===== config.mk =====
export PLATFORM = sky130hd
export DESIGN_NAME = cs_out_unit
export DESIGN_NICKNAME = d
export VERILOG_FILES = /design/src/rtl/cs_out_pkg.sv /design/src/rtl/cs_cfg_reg.sv /design/src/rtl/cs_force_state.sv /design/src/rtl/cs_pin_drive.sv /design/src/rtl/cs_out_unit.sv
export SDC_FILE = /design/constraint.sdc
export NUM_CORES = 1
export LEC_CHECK = 0
export ABC_AREA = 1
export BUFFER_PORTS_ARGS = -buffer_cell sky130_fd_sc_hd__buf_2
export CAP_MARGIN = 15
export CELL_PAD_IN_SITES_DETAIL_PLACEMENT = 0
export CELL_PAD_IN_SITES_GLOBAL_PLACEMENT = 2
export CORE_ASPECT_RATIO = 0.7
export CORE_MARGIN = 3
export CORE_UTILIZATION = 24
export CTS_CLUSTER_DIAMETER = 80
export DETAILED_ROUTE_END_ITERATION = 6
export PLACE_DENSITY_LB_ADDON = 0.05
export SETUP_SLACK_MARGIN = 0.4
export SYNTH_ARGS = -nofsm -noshare
export SYNTH_HDL_FRONTEND = slang
export SYNTH_SLANG_ARGS = --single-unit

===== constraint.sdc =====
create_clock -name clk -period 0.8 [get_ports clk]
set_input_delay 0.08 -clock clk [delete_from_list [all_inputs] [get_ports clk]]
set_output_delay 0.08 -clock clk [all_outputs]
set_load 0.005 [all_outputs]

===== src/rtl/cs_out_pkg.sv =====
package cs_out_pkg;

    // Default number of chip-select lines in the bank.
    localparam int unsigned CS_DEFAULT_LINES = 8;

    // Level driven onto one pin, from its line level and configuration.
    function automatic logic cs_pin_level(input logic level,
                                          input logic owned,
                                          input logic invert);
        return owned ? (level ^ invert) : level;
    endfunction

endpackage


===== src/rtl/cs_cfg_reg.sv =====
module cs_cfg_reg #(
    parameter int unsigned N = cs_out_pkg::CS_DEFAULT_LINES
) (
    input  logic           clk,
    input  logic           rst_n,
    input  logic           we,
    input  logic [2*N-1:0] wdata,
    output logic [N-1:0]   own_o,
    output logic [N-1:0]   inv_o
);
    localparam int unsigned OWN_LSB = N;

    typedef struct packed {
        logic [N-1:0] own;
        logic [N-1:0] inv;
    } cfg_t;

    cfg_t cfg_d, cfg_q;

    always_comb begin
        cfg_d = cfg_q;
        if (we) begin
            cfg_d.own = wdata[OWN_LSB +: N];
            cfg_d.inv = wdata[0 +: N];
        end
    end

    always_ff @(posedge clk or negedge rst_n) begin
        if (!rst_n) cfg_q <= '0;
        else        cfg_q <= cfg_d;
    end

    assign own_o = cfg_q.own;
    assign inv_o = cfg_q.inv;
endmodule


===== src/rtl/cs_force_state.sv =====
module cs_force_state #(
    parameter int unsigned N = cs_out_pkg::CS_DEFAULT_LINES
) (
    input  logic           clk,
    input  logic           rst_n,
    input  logic           we,
    input  logic [2*N-1:0] wdata,
    output logic [N-1:0]   level_o
);
    localparam int unsigned RAISE_LSB = N;

    typedef struct packed {
        logic [N-1:0] level;
    } st_t;

    st_t st_d, st_q;

    always_comb begin
        st_d = st_q;
        if (we) begin
            for (int i = 0; i < int'(N); i++) begin
                // raise has priority over lower on the same line
                if (wdata[RAISE_LSB + i])  st_d.level[i] = 1'b1;
                else if (wdata[i])         st_d.level[i] = 1'b0;
            end
        end
    end

    always_ff @(posedge clk or negedge rst_n) begin
        if (!rst_n) st_q <= '{level: '1};
        else        st_q <= st_d;
    end

    assign level_o = st_q.level;
endmodule


===== src/rtl/cs_pin_drive.sv =====
module cs_pin_drive #(
    parameter int unsigned N = cs_out_pkg::CS_DEFAULT_LINES
) (
    input  logic [N-1:0] level_i,
    input  logic [N-1:0] own_i,
    input  logic [N-1:0] inv_i,
    output logic [N-1:0] pin_o
);
    for (genvar g = 0; g < int'(N); g++) begin : g_line
        assign pin_o[g] = cs_out_pkg::cs_pin_level(level_i[g], own_i[g], inv_i[g]);
    end
endmodule


===== src/rtl/cs_out_unit.sv =====
module cs_out_unit #(
    parameter int unsigned NUM_CS = cs_out_pkg::CS_DEFAULT_LINES
) (
    input  logic              clk,
    input  logic              rst_n,
    input  logic              cfg_we,
    input  logic [2*NUM_CS-1:0] cfg_wdata,
    input  logic              force_we,
    input  logic [2*NUM_CS-1:0] force_wdata,
    output logic [NUM_CS-1:0] cs_state,
    output logic [NUM_CS-1:0] cs_n
);
    logic [NUM_CS-1:0] cfg_own;
    logic [NUM_CS-1:0] cfg_inv;
    logic [NUM_CS-1:0] line_level;

    cs_cfg_reg #(.N(NUM_CS)) u_cfg (
        .clk   (clk),
        .rst_n (rst_n),
        .we    (cfg_we),
        .wdata (cfg_wdata),
        .own_o (cfg_own),
        .inv_o (cfg_inv)
    );

    cs_force_state #(.N(NUM_CS)) u_state (
        .clk     (clk),
        .rst_n   (rst_n),
        .we      (force_we),
        .wdata   (force_wdata),
        .level_o (line_level)
    );

    cs_pin_drive #(.N(NUM_CS)) u_pins (
        .level_i (line_level),
        .own_i   (cfg_own),
        .inv_i   (cfg_inv),
        .pin_o   (cs_n)
    );

    assign cs_state = line_level;
endmodule


==> flow_summary.yaml <==
cells_and_area:
  register_area_sq_um: 611
  fin_util: 0.409
  multiInputGateArea_sq_um: 482
  instances_no_fill: 279
  design_area_sq_mm: 0.00184
  syn2layout_area_growth_pct: 58.2
  drive_gt1_frac: 0.509
  fillers: 481
  diodes: 0
  nNetsFinal: 261
global_routing:
  grt_first_pass_wirelength_mm: 4.75
  grt_pass1_vias: 1082
  groute.usage.overall: 0.105
  grt_max_degree: 33
  antenna_found_initial: 0
  gr-total-overflow: 0
floorplan:
  initial_core_util: 0.258
  die_h_microns: 64.3
  io_pins: 52
  die_area_sq_mm: 0.00573
  core-area_sq_mm: 0.00450
  die_w_microns: 89.2
  row_count: 20
logic_synthesis:
  synth_edf_count: 0
  post-synth-top-count-cell: "nand2_1"
  netlist_instances: 157
  ys_types: 9
  synth-seq-cells: 24
  yosys_warnings: 0
  synth.top_cell.area_share: 0.344
  synth_area_leaders: "dfrtp_1 (34%), nand2_1 (23%), dfstp_2 (18%)"
  yosys.area.top_type: "dfrtp_1"
  seq_area_frac_synth: 0.525
  yosys_most_used_dff: "dfrtp_1"
  netlist_area_sq_mm: 0.00116
  syn_area_per_cell_sq_um: 7.41
  synth_nets: 193
  synth_common_cells: "nand2_1 (72), inv_1 (32), dfrtp_1 (16), o21ai_0 (16)"
  postSynth.asyncResetShare: 1.00
cts:
  numCtsBuffers: 3
  path_clk_slew_ns: 0.09
  clockBufferDepth: 2
  cts_tree: "yes"
  clock-sinks: 24
  clock_latency_ns: 0.26
  h-tree-depth: 1
  root_buffer: "clkbuf_8"
timing:
  finalCritPeriodShare: 1.50
  setup_viol: 22
  worst_slew_pin_slew_ns: 0.281
  period_needed_ns: 1.20
  slew_violations: 0
  setup_slack_ns: -0.402
  fin_worst_skew_ns: 0
  hold_viol_final: 24
  fin_setup_tns_ns: -6.23
  max_freq_ghz: 0.832
  worst_hold_slack_ns: -0.259
  rsz0062_at_grt: "true"
  relSlewSlack: 0.812
worst_setup_path:
  crit_path_start_kind: "flop"
  crit_path_max_fanout: 4
  required_ns: 0.72
  end_kind: "output pin"
  worstSetupPathType: "reg -> out"
  crit_arrival_ns: 1.12
place:
  hpwl_mm: 1.98
  port_buffers: 51
  dpl_cell_area_sq_mm: 0.00151
  dpl.cell_count: 263
  place.gp.congestion: 0.702
power_and_ir_drop:
  finalPower_mw: 3.16
  power.clock.fraction: 0.259
  switching_power_uw: 862
  intPower_mw: 2.29
  peakVddDrop_mv: 0.928
  power_frac_comb: 0.268
  pwr-share-seq: 0.473
  p_sw_frac: 0.273
  leakagePower_nw: 1.02
  p_per_area_mw_per_mm2: 1720
routing:
  routed_wl_mm: 2.80
  drc: 0
  drtAntennaViolNets: 0
  wl_per_cell_microns: 10.0
  vias: 1149
  drt_pass1_iterations: 4
  drt_iter0_drc: 11
  via_per_inst: 4.12
run:
  cap_violations: 0
run_status:
  violations: "negative hold slack, negative setup slack"
  outcome: "finished, violations left"
hold_path:
  min_path_type: "in -> async"
## worst max-delay path, stage by stage, from the launching register on
cell     delay (ns)
dfstp_2        0.57
nand3_2        0.06
nand2_1        0.07
inv_1          0.03
buf_2          0.12
## through the flow
stage               setup WS, ns  hold WS (ns)
finish                    -0.402        -0.259
global route              -0.494        -0.259
CTS                       -0.406        -0.263
detailed placement        -0.111        0.0353
global placement         -0.0991        0.0345
floorplan                 0.0164        -0.216
## path summary, 6_finish.rpt
| path | to | cells past startpoint | startpoint | slack, ns |
|---|---|---|---|---|
| min in group clk | u_state.level_o[4]$_DFFE_PN1P_ | 3 | force_wdata[12] | 0.01 |
| max in group asynchronous | u_state.level_o[5]$_DFFE_PN1P_ | 2 | rst_n | 0.83 |
| setup / recovery | cs_n[3] | 4 | u_state.level_o[3]$_DFFE_PN1P_ | -0.40 |
| setup reg to reg | u_state.level_o[6]$_DFFE_PN1P_ | 5 | u_state.level_o[6]$_DFFE_PN1P_ | -0.18 |
| hold reg to reg | u_state.level_o[3]$_DFFE_PN1P_ | 2 | u_state.level_o[3]$_DFFE_PN1P_ | 0.49 |
| hold / removal | u_cfg.own_o[5]$_DFFE_PN0P_ | 2 | rst_n | -0.26 |
## placed cells by master (no fill, tap or decap)
cell type and instances:
nand2_2 12, nand2_4 1, buf_4 1, nand2_1 59, o21ai_2 5, clkbuf_8 4
inv_2 9, buf_6 21, nand3_2 7, nand3_1 1, dfstp_2 8, buf_12 2
inv_1 23, buf_2 44, dfrtp_1 16, o21ai_1 11
## cell families (layout without fill, tap and decap cells)
group,after synthesis,count (layout),share of synthesized area
DFF,24,24,0.525
buffers and inverters,37,104,0.140
AOI/OAI and AO/OA,16,16,0.0688
and+or+nand+nor,80,80,0.267
## power groups by stage
stage	Clock (mW)	Combinational, mW	Sequential (mW)
after floorplan	0	0.276	1.48
after global placement	0	0.569	1.48
after detailed placement	0	0.575	1.49
after CTS	0.865	0.728	1.48
after global routing	0.923	0.955	1.52
final	0.818	0.846	1.49
## layout make-up
| cell class | count | area share |
|---|---|---|
| well taps | 55 | 0.0374 |
| flip-flops and latches | 24 | 0.332 |
| clock buffers | 4 | 0.0299 |
| inverters | 32 | 0.0653 |
| multi-input cells | 96 | 0.262 |
| repair buffers | 68 | 0.274 |
## flip-flops by register name, indices dropped and copies added, names as in the netlist
name / flops
u_cfg.inv_o: 8
u_cfg.own_o: 8
u_state.level_o: 8
## routing by layer
layer,track usage,part of all wire
met1,0.142,0.47
met2,0.160,0.47
met3,0.0374,0.056
met4,0.0223,0.0068
met5,0,0
## what timing repair did
item	4_1_cts	5_1_grt
pin swaps	8	11
endpoints found under the setup margin	40	40
hold endpoints to repair	24	24
resized for setup	21	35
buffers inserted	6	6
No activity file was read; power rests on OpenSTA's default activity.
